--- config.mk ---
export PLATFORM = sky130hd
export DESIGN_NAME = nvm_word_reader
export DESIGN_NICKNAME = d
export VERILOG_FILES = /design/src/rtl/nvm_rd_pkg.sv /design/src/rtl/nvm_ctl_reg.sv /design/src/rtl/nvm_bounds.sv /design/src/rtl/nvm_seq.sv /design/src/rtl/nvm_word_reader.sv
export SDC_FILE = /design/constraint.sdc
export NUM_CORES = 1
export LEC_CHECK = 0
export CAP_MARGIN = 10
export CORE_MARGIN = 2
export CORE_UTILIZATION = 50
export DETAILED_ROUTE_END_ITERATION = 8
export GPL_ROUTABILITY_DRIVEN = 0
export PLACE_DENSITY = 0.79
export SETUP_SLACK_MARGIN = 0.2
export SYNTH_ARGS = -nofsm -noshare
export SYNTH_HDL_FRONTEND = slang
export SYNTH_SLANG_ARGS = --single-unit
--- constraint.sdc ---
create_clock -name clk -period 12.6 [get_ports clk]
set_input_delay 2.52 -clock clk [delete_from_list [all_inputs] [get_ports clk]]
set_output_delay 2.52 -clock clk [all_outputs]
set_load 0.05 [all_outputs]
--- src/rtl/nvm_rd_pkg.sv ---
package nvm_rd_pkg;
  localparam int REG_W     = 32;
  localparam int START_BIT = 0;
  localparam int DONE_BIT  = 1;
  localparam int ADDR_LSB  = 2;
  localparam int ADDR_W    = 14;
  localparam int DATA_LSB  = ADDR_LSB + ADDR_W;
  localparam int DATA_W    = REG_W - DATA_LSB;
  localparam int CNT_W     = ADDR_W + 1;

  typedef enum logic [1:0] {
    SQ_IDLE  = 2'd0,
    SQ_ISSUE = 2'd1,
    SQ_WAIT  = 2'd2
  } sq_state_t;
endpackage

--- src/rtl/nvm_ctl_reg.sv ---
module nvm_ctl_reg
  import nvm_rd_pkg::*;
#(
  parameter int AW = ADDR_W,
  parameter int DW = DATA_W
) (
  input  logic          clk,
  input  logic          rst,
  input  logic          wr_start,
  input  logic [AW-1:0] wr_addr,
  input  logic          cancel,
  output logic          busy,
  output logic          done,
  output logic [AW-1:0] addr_q,
  output logic [DW-1:0] data_q,
  output logic          be_req,
  output logic [AW-1:0] be_addr,
  input  logic          be_ack,
  input  logic [DW-1:0] be_rdata
);
  always_ff @(posedge clk) begin
    if (rst) begin
      busy   <= 1'b0;
      done   <= 1'b0;
      addr_q <= '0;
      data_q <= '0;
    end else if (busy && be_ack) begin
      busy   <= 1'b0;
      done   <= 1'b1;
      data_q <= be_rdata;
    end else if (busy && cancel) begin
      busy <= 1'b0;
    end else if (wr_start && !busy) begin
      busy   <= 1'b1;
      done   <= 1'b0;
      data_q <= '0;
      addr_q <= wr_addr;
    end
  end

  assign be_req  = busy;
  assign be_addr = addr_q;
endmodule

--- src/rtl/nvm_bounds.sv ---
module nvm_bounds #(
  parameter int AW = 14,
  parameter int CW = AW + 1
) (
  input  logic [AW-1:0] offset,
  input  logic [CW-1:0] count,
  input  logic [CW-1:0] size,
  output logic          reject
);
  logic [CW-1:0] off_ext;
  logic [CW-1:0] remain;
  logic          off_bad;

  always_comb begin
    off_ext = CW'(offset);
    off_bad = (off_ext >= size);
    remain  = off_bad ? '0 : (size - off_ext);
    reject  = off_bad || (count == '0) || (count > remain);
  end
endmodule

--- src/rtl/nvm_seq.sv ---
module nvm_seq
  import nvm_rd_pkg::*;
#(
  parameter int AW         = ADDR_W,
  parameter int CW         = CNT_W,
  parameter int DW         = DATA_W,
  parameter int POLL_LIMIT = 100000
) (
  input  logic          clk,
  input  logic          rst,
  input  logic          start,
  input  logic [AW-1:0] offset,
  input  logic [CW-1:0] count,
  input  logic [CW-1:0] size,
  output logic          busy,
  output logic          word_valid,
  output logic [DW-1:0] word_data,
  output logic [CW-1:0] word_idx,
  output logic          done,
  output logic          err_bounds,
  output logic          err_timeout,
  output logic          iss_start,
  output logic [AW-1:0] iss_addr,
  output logic          cancel,
  input  logic          reg_done,
  input  logic [DW-1:0] reg_data
);
  localparam int PW = $clog2(POLL_LIMIT + 1);
  localparam logic [PW-1:0] POLL_LAST = PW'(POLL_LIMIT - 1);

  sq_state_t     st;
  logic [AW-1:0] cur_addr;
  logic [CW-1:0] idx;
  logic [CW-1:0] last_idx;
  logic [PW-1:0] poll;
  logic          reject;
  logic          poll_out;

  nvm_bounds #(.AW(AW), .CW(CW)) u_bounds (
    .offset (offset),
    .count  (count),
    .size   (size),
    .reject (reject)
  );

  assign poll_out = (st == SQ_WAIT) && !reg_done && (poll == POLL_LAST);

  always_ff @(posedge clk) begin
    if (rst) begin
      st          <= SQ_IDLE;
      cur_addr    <= '0;
      idx         <= '0;
      last_idx    <= '0;
      poll        <= '0;
      word_valid  <= 1'b0;
      word_data   <= '0;
      word_idx    <= '0;
      done        <= 1'b0;
      err_bounds  <= 1'b0;
      err_timeout <= 1'b0;
    end else begin
      word_valid  <= 1'b0;
      done        <= 1'b0;
      err_bounds  <= 1'b0;
      err_timeout <= 1'b0;
      case (st)
        SQ_IDLE: begin
          if (start) begin
            if (reject) begin
              err_bounds <= 1'b1;
              done       <= 1'b1;
            end else begin
              cur_addr <= offset;
              idx      <= '0;
              last_idx <= count - CW'(1);
              st       <= SQ_ISSUE;
            end
          end
        end
        SQ_ISSUE: begin
          poll <= '0;
          st   <= SQ_WAIT;
        end
        SQ_WAIT: begin
          if (reg_done) begin
            word_valid <= 1'b1;
            word_data  <= reg_data;
            word_idx   <= idx;
            if (idx == last_idx) begin
              done <= 1'b1;
              st   <= SQ_IDLE;
            end else begin
              idx      <= idx + CW'(1);
              cur_addr <= cur_addr + AW'(1);
              st       <= SQ_ISSUE;
            end
          end else if (poll_out) begin
            err_timeout <= 1'b1;
            done        <= 1'b1;
            st          <= SQ_IDLE;
          end else begin
            poll <= poll + PW'(1);
          end
        end
        default: st <= SQ_IDLE;
      endcase
    end
  end

  assign busy      = (st != SQ_IDLE);
  assign iss_start = (st == SQ_ISSUE);
  assign iss_addr  = cur_addr;
  assign cancel    = poll_out;
endmodule

--- src/rtl/nvm_word_reader.sv ---
module nvm_word_reader
  import nvm_rd_pkg::*;
#(
  parameter int POLL_LIMIT = 100000
) (
  input  logic                 clk,
  input  logic                 rst,
  input  logic                 host_wr_en,
  input  logic [REG_W-1:0]     host_wdata,
  output logic [REG_W-1:0]     host_rdata,
  input  logic                 seq_start,
  input  logic [ADDR_W-1:0]    seq_offset,
  input  logic [CNT_W-1:0]     seq_count,
  input  logic [CNT_W-1:0]     dev_words,
  output logic                 seq_busy,
  output logic                 seq_word_valid,
  output logic [DATA_W-1:0]    seq_word_data,
  output logic [CNT_W-1:0]     seq_word_idx,
  output logic                 seq_done,
  output logic                 seq_err_bounds,
  output logic                 seq_err_timeout,
  output logic                 be_req,
  output logic [ADDR_W-1:0]    be_addr,
  input  logic                 be_ack,
  input  logic [DATA_W-1:0]    be_rdata
);
  logic              r_busy;
  logic              r_done;
  logic [ADDR_W-1:0] r_addr;
  logic [DATA_W-1:0] r_data;
  logic              s_iss;
  logic [ADDR_W-1:0] s_addr;
  logic              s_cancel;
  logic              host_ok;
  logic              wr_start;
  logic [ADDR_W-1:0] wr_addr;
  logic              wdata_unused;

  assign wdata_unused = ^{host_wdata[REG_W-1:DATA_LSB], host_wdata[DONE_BIT]};

  assign host_ok  = host_wr_en && !seq_busy && !seq_start;
  assign wr_start = seq_busy ? s_iss  : (host_ok && host_wdata[START_BIT]);
  assign wr_addr  = seq_busy ? s_addr : host_wdata[ADDR_LSB +: ADDR_W];

  nvm_ctl_reg #(.AW(ADDR_W), .DW(DATA_W)) u_reg (
    .clk      (clk),
    .rst      (rst),
    .wr_start (wr_start),
    .wr_addr  (wr_addr),
    .cancel   (s_cancel),
    .busy     (r_busy),
    .done     (r_done),
    .addr_q   (r_addr),
    .data_q   (r_data),
    .be_req   (be_req),
    .be_addr  (be_addr),
    .be_ack   (be_ack),
    .be_rdata (be_rdata)
  );

  nvm_seq #(.AW(ADDR_W), .CW(CNT_W), .DW(DATA_W), .POLL_LIMIT(POLL_LIMIT)) u_seq (
    .clk         (clk),
    .rst         (rst),
    .start       (seq_start),
    .offset      (seq_offset),
    .count       (seq_count),
    .size        (dev_words),
    .busy        (seq_busy),
    .word_valid  (seq_word_valid),
    .word_data   (seq_word_data),
    .word_idx    (seq_word_idx),
    .done        (seq_done),
    .err_bounds  (seq_err_bounds),
    .err_timeout (seq_err_timeout),
    .iss_start   (s_iss),
    .iss_addr    (s_addr),
    .cancel      (s_cancel),
    .reg_done    (r_done),
    .reg_data    (r_data)
  );

  assign host_rdata = {r_data, r_addr, r_done, r_busy};
endmodule

# ---- Yosys cells after proc, flatten, opt, wreduce, memory -nomap -nowiden
# Index checks and enable logic that the tools add are counted.
dict set report classes {
  reduce_logical 31
  n_eq_ne 12
  bitwise_logic 5
  addsub 5
  magnitude_cmp 2
  mux 35
}
# cell n
set ops {}
lappend ops {{15-bit two-way mux} 5}
lappend ops {{14-bit two-way mux} 5}
lappend ops {{16-bit two-way mux} 3}
lappend ops {{17-bit two-way mux} 2}
lappend ops {{17-bit case mux with 2 select lines} 1}
lappend ops {{15-bit case mux with 2 select lines} 1}
lappend ops {{14-bit case mux with 2 select lines} 1}
lappend ops {{17-bit by 1-bit adder with 17-bit output (second input constant)} 1}
lappend ops {{17-bit equality test (second input constant)} 1}
lappend ops {{15-bit by 1-bit adder with 15-bit output (second input constant)} 1}
lappend ops {{15-bit equality test} 1}
lappend ops {{14-bit by 15-bit >= comparator with 1-bit output} 1}
lappend ops {{15-bit > comparator} 1}
lappend ops {{15-bit zero test} 1}
lappend ops {{15-bit by 1-bit subtractor with 15-bit output (second input constant)} 1}
lappend ops {{15-bit by 14-bit subtractor with 15-bit output} 1}
lappend ops {{14-bit by 1-bit adder with 14-bit output (second input constant)} 1}
lappend ops {{2-bit inequality test (second input constant)} 6}
lappend ops {{3-bit AND reduction} 4}
lappend ops {{1-bit two-way mux} 11}
lappend ops {{1-bit logical AND} 8}
lappend ops {{2-bit two-way mux} 4}
lappend ops {{2-bit nonzero test} 4}
lappend ops {{2-bit case mux with 3 select lines} 1}
lappend ops {{other kinds (13)} 24}
dict set report totals {
  word_cells 105
  regBits 130
  in_bits 97
}

# ---- Longest topological paths before layout
dict set report logic_depth {
  word_depth 10
  ltp_mapped 20
  depth_no_buf 19
}

# ---- Modules after synthesis
# From an unflattened synthesis, not the netlist that was laid out.
dict set report hier_totals {
  cells_unflattened 945
  hier_area_um2 7762.4
}
# mod seq_area_each_um2 cells_each instances area_each_um2
set by_module_without_submodules {}
lappend by_module_without_submodules {nvm_seq 1961.9 596 1 4823.4}
lappend by_module_without_submodules {nvm_ctl_reg 640.6 158 1 1425.1}
lappend by_module_without_submodules {nvm_bounds 0.0 170 1 1263.7}
lappend by_module_without_submodules {nvm_word_reader 0.0 21 1 250.2}

# ---- Worst setup path before layout
# No wires, ideal clock.
dict set report synth_path {
  path_kind {input-to-reg}
  start {input dev_words[0]}
  end {register u_seq.st[0]}
  path_buffers 0
  setup_slack_ps 6500
  setup_ps 70
  stages 19
  arrival_time_ps 6030
  cell_sequence {inv_1 -> ha_1 -> inv_1 -> fa_1 -> a21o_1 -> a21o_1 -> a21oi_1 -> o21ai_0 -> a221o_1 -> nor4b_1 -> a211o_1 -> ha_1 -> a21oi_1 -> o21a_1 -> o211ai_1 -> o21ai_1 -> a31oi_4 -> or4_1 -> a21oi_1}
}
dict set report synth_between {
  elab_chain_len 6
  word_cells_on_any_way 8
  classes_between {add/sub (1); order compare (2); eq/ne (1); mux (1); reduce/logical (3)}
}
# item line_no
set synth_rtl {}
lappend synth_rtl {{from (decl)} nvm_word_reader.sv:14} ;# input logic [CNT_W-1:0] dev_words,
lappend synth_rtl {{15-bit by 14-bit subtractor with 15-bit output / 14-bit by 15-bit >= comparator with 1-bit output (equally long branches)} {nvm_bounds.sv:17, nvm_bounds.sv:16}}
lappend synth_rtl {{15-bit two-way mux} nvm_bounds.sv:17} ;# remain = off_bad ? '0 : (size - off_ext);
lappend synth_rtl {{15-bit > comparator} nvm_bounds.sv:18} ;# reject = off_bad || (count == '0) || (count > remain);
lappend synth_rtl {{1-bit logical OR *} nvm_bounds.sv:18}
lappend synth_rtl {{2-bit inequality test (no line) *} n/a}
lappend synth_rtl {{3-bit AND reduction (no line) *} n/a}
lappend synth_rtl {{to (signal assigned)} nvm_seq.sv:50} ;# st <= SQ_IDLE;
lappend synth_rtl {{to (signal assigned)} nvm_seq.sv:76} ;# st <= SQ_ISSUE;
lappend synth_rtl {{to (signal assigned)} nvm_seq.sv:82} ;# st <= SQ_WAIT;
lappend synth_rtl {{to (decl)} nvm_seq.sv:31} ;# sq_state_t st;
# Every way passes the cells marked *; elsewhere a longest branch is shown, timed or not.
# A chain may end at the register's enable or synchronous reset.

# ---- Worst setup path after layout
dict set report layout_path {
  start {input seq_offset[0]}
  end {register u_seq.st[0]}
}
dict set report layout_between {
  elab_chain_len 6
  word_cells_on_any_way 8
  classes_between {add/sub (1); order compare (2); eq/ne (1); mux (1); reduce/logical (3)}
}
# item line_no
set layout_rtl {}
lappend layout_rtl {{from (decl)} nvm_word_reader.sv:12} ;# input logic [ADDR_W-1:0] seq_offset,
lappend layout_rtl {{15-bit by 14-bit subtractor with 15-bit output / 14-bit by 15-bit >= comparator with 1-bit output (equally long branches)} {nvm_bounds.sv:17, nvm_bounds.sv:16}}
lappend layout_rtl {{15-bit two-way mux} nvm_bounds.sv:17}
lappend layout_rtl {{15-bit > comparator} nvm_bounds.sv:18}
lappend layout_rtl {{1-bit logical OR *} nvm_bounds.sv:18}
lappend layout_rtl {{2-bit inequality test (no line) *} n/a}
lappend layout_rtl {{3-bit AND reduction (no line) *} n/a}
# Marks and branches as above.

==> results.yml <==
run_status:
  run_status: "completed"
cells_and_area:
  fillers: 1253
  antennaDiodeCount: 0
  layout_common_cells: "clkdlybuf4s50_1, nand2_1, dfxtp_1"
  drive_above_1_share: 0.05789
  post_layout_nonfiller_instances: 1255
  multiInputGateArea_mm2: 0.004362
  syn_to_final_growth_pct: 29.49
  final_common_cell: "clkdlybuf4s50_1"
  regArea_mm2: 0.002603
  num-nets-final: 1194
floorplanning:
  core.rowCount: 44
  floorplan.io_pins: 180
  die_w_um: 125.8
  die-height_um: 125.8
  core_area_mm2: 0.01453
  start_util: 0.5102
  overall_die_area_mm2: 0.01582
sta:
  report.final.setup_viol: 0
  slew_viol_final: 0
  finalWorstPathRequiredPeriod_ns: 6.978
  max_freq_mhz: 143.3
  worst_slew_pin_slew_ns: 1.113
  totalNegativeSetupSlack_ns: 0
  timing.final.crit_share: 0.5538
  timing.max_slew.rel_slack: 0.2579
  hold-worst-slack_ns: 0.4523
  grt_setup_unrepaired: "no"
  hold_violations: 0
  fin_worst_skew_ns: 0.01024
cts:
  depth_of_the_cts_h_tree: 4
  post_cts_resized: 0
  cts_tree: "built"
  ctsRootBufferMaster: "clkbuf_16"
  clock_sinks: 130
  worst_skew_pair.late_latency_ns: 0.42
  ctsHoldBuffers: 0
  post_cts_buffers: 0
  clk_pin_slew_worst_paths_ns: 0.06
  tritoncts.num_buffers: 17
  cts_buffer_depth: 2
yosys:
  synth.net_count: 1074
  ys_dominant_reg_cell: "dfxtp_1"
  yosys_warning_total: 0
  syn_inst: 938
  yosysTopAreaCellShare: 0.3509
  post_synth.cell_area_avg_um2: 7.906
  asyncSetResetFlopFracSynth: 0
  synth_top_cell_by_area: "dfxtp_1"
  synth-seq-area-share: 0.3509
  unique_masters_post_synth: 67
  synth_seq_cells: 130
  edff_count_synth: 0
  syn_area_mm2: 0.007416
  ys_top_cells_by_area: "dfxtp_1, nand2_1, ha_1"
global_routing:
  grt_first_pass_wirelength_um: 32060
  grt_start_max_net_pins: 59
  gr-usage-all-layers: 0.2432
  grt_pass1_vias: 6548
  antenna_violations_before_repair: 0
  globalRoute.totalOverflow: 0
worst_hold_path:
  worstHoldEndpoint: "u_seq.word_data[4]$_SDFFE_PP0P_"
  min_delay_path_depth: 2
  hp-start: "u_seq.word_data[4]$_SDFFE_PP0P_"
  class_of_the_tightest_hold_or_removal_check: "reg -> reg"
worst_setup_path:
  worstReg2RegEnd: "u_seq.idx[5]$_SDFFE_PP0P_"
  max_stage_delay_ns: 0.58
  timing.setup.critical_path_class: "in -> reg"
  worst-r2r-cell-count: 7
  r2r-start: "u_seq.st[0]$_SDFFE_PP0P_"
  timing.critical_path.max_delay_family: "compound AO/OA/AOI/OAI gates"
  cp_data_required_time_ns: 12.94
  critical-path-slowest-cell: "or4_1"
  crit_chain: "clkdlybuf4s50_1 -> ha_1 -> inv_1 -> fa_1 -> a21o_1 -> a21o_1 -> a21oi_1 -> o21ai_0 -> a21oi_1 -> mux2i_1 -> o21ai_0 -> ha_1 -> a41o_1 -> a21oi_1 -> o211ai_1 -> o21ai_1 -> a31oi_4 -> or4_1 -> a21oi_1"
  crit_path_max_fanout: 26
  critPathArrivalTime_ns: 7.32
  cp-start-kind: "primary input"
  timing.critical_path.buf_inv: 2
  crit_top_cell: "a21oi_1"
  setup.worst_path.end_class: "register"
  timing.reg2reg.setup_slack_ns: 9.60
detailed_routing:
  total_via_count_after_detailed_routing: 7226
  finalWirelength_um: 19550
  routed_via_density: 5.758
  wire_per_inst_um: 15.58
  detail_route.first_pass.iterations: 5
  postRouteAntennaNets: 0
  dr.first_iter.drc_count: 543
  post-route-drc-count: 0
place:
  port_buffers: 162
  placed_cells_incl_taps: 1222
  post-dp-hpwl_um: 14110
power_and_ir_drop:
  power-per-cell-area_mw_per_mm2: 165.2
  leakage_nw: 3.525
  power.ir.vdd_worst_mv: 0.1290
job:
  timing.max_cap.violations: 0
[sequential cells by signal, summed over array words and instances (netlist names), 2 cells and up]
register and flops:
u_reg.addr_q 14, u_reg.data_q 16, u_seq.idx 15, u_seq.iss_addr 14, u_seq.last_idx 15, u_seq.poll 17, u_seq.st 2, u_seq.word_data 16
u_seq.word_idx 15
[routing by layer]
layer | global-route usage | vias up | routed length [µm]
li1 | - | 3571 | -
met1 | 0.3274 | 3322 | 8556
met2 | 0.3943 | 292 | 9101
met3 | 0.04885 | 41 | 1476
met4 | 0.07822 | 0 | 414
met5 | 0 | - | 0
[worst max path at each step]
| stage | from | to | slack [ns] | cells past startpoint |
|---|---|---|---|---|
| global route | seq_offset[0] | u_seq.st[0]$_SDFFE_PP0P_ | 5.36 | 19 |
| CTS | seq_offset[0] | u_seq.st[0]$_SDFFE_PP0P_ | 5.68 | 19 |
| floorplan | dev_words[0] | u_seq.st[0]$_SDFFE_PP0P_ | 6.50 | 19 |
| detailed placement | seq_offset[0] | u_seq.st[0]$_SDFFE_PP0P_ | 5.26 | 19 |
| global placement | seq_offset[0] | u_seq.st[0]$_SDFFE_PP0P_ | 5.30 | 19 |
| finish | seq_offset[0] | u_seq.st[0]$_SDFFE_PP0P_ | 5.62 | 19 |
[synth_stat cells, types with 4 or more instances]
master    count
o31ai_1      12
a21oi_1      92
o211ai_1      4
buf_4        17
or3_1         7
nor3_1       18
inv_1        31
o21ai_1      11
ha_1         38
clkbuf_1     38
mux2i_1      17
o21ai_0      32
xnor2_1      22
nand3b_1     10
xor2_1       27
buf_2        13
a31o_2        6
nor4b_1       4
dfxtp_1     130
and2_1        7
a211oi_1     31
nand2_1     131
nand4_1      24
nand3_1      47
a21o_1        8
nor4_1        9
or4_1         8
nor2_1       83
and3_1        6
[cell type report]
| class | instances | area share |
|---|---|---|
| inverter | 32 | 0.01251 |
| clock buffer | 18 | 0.04573 |
| tap | 184 | 0.02397 |
| clock inverter | 14 | 0.01616 |
| multi-input combinational | 706 | 0.4542 |
| sequential | 130 | 0.2710 |
| timing repair buffer | 171 | 0.1764 |
[worst register-to-register path, stage by stage (launching register included)]
cell,delay [ns]
dfxtp_1,0.40
inv_1,0.08
ha_1,0.21
buf_4,0.26
nor2_1,0.27
or2_1,0.89
nand2_1,0.39
o41ai_1,0.41
[power breakdown]
part	switching, W	internal (W)
registers	0.0000572	0.000459
clock network	0.000190	0.000299
logic	0.000372	0.000209
total	0.000620	0.000967
[per-stage QoR]
step	util	power [W]	cell area, µm²	setup WS [ns]
6_report	0.6607	0.001586	9603	5.622
3_3_place_gp	0.6188	0.001085	8994	5.305
4_1_cts	0.6597	0.001585	9588	5.684
2_1_floorplan	-	0.0009427	7416	6.500
3_5_place_dp	0.6188	0.001096	8994	5.259
5_1_grt	0.6607	0.001666	9603	5.359
[cell families after synthesis]
group | synth area share
and+or+nand+nor | 0.2327
AOI/OAI and AO/OA | 0.2062
DFF | 0.3509
buffers and inverters | 0.06259
xor gates and xnor gates | 0.05787
adders and majority gates | 0.06681
muxes | 0.02295
No activity file was read; power rests on OpenSTA's default activity.
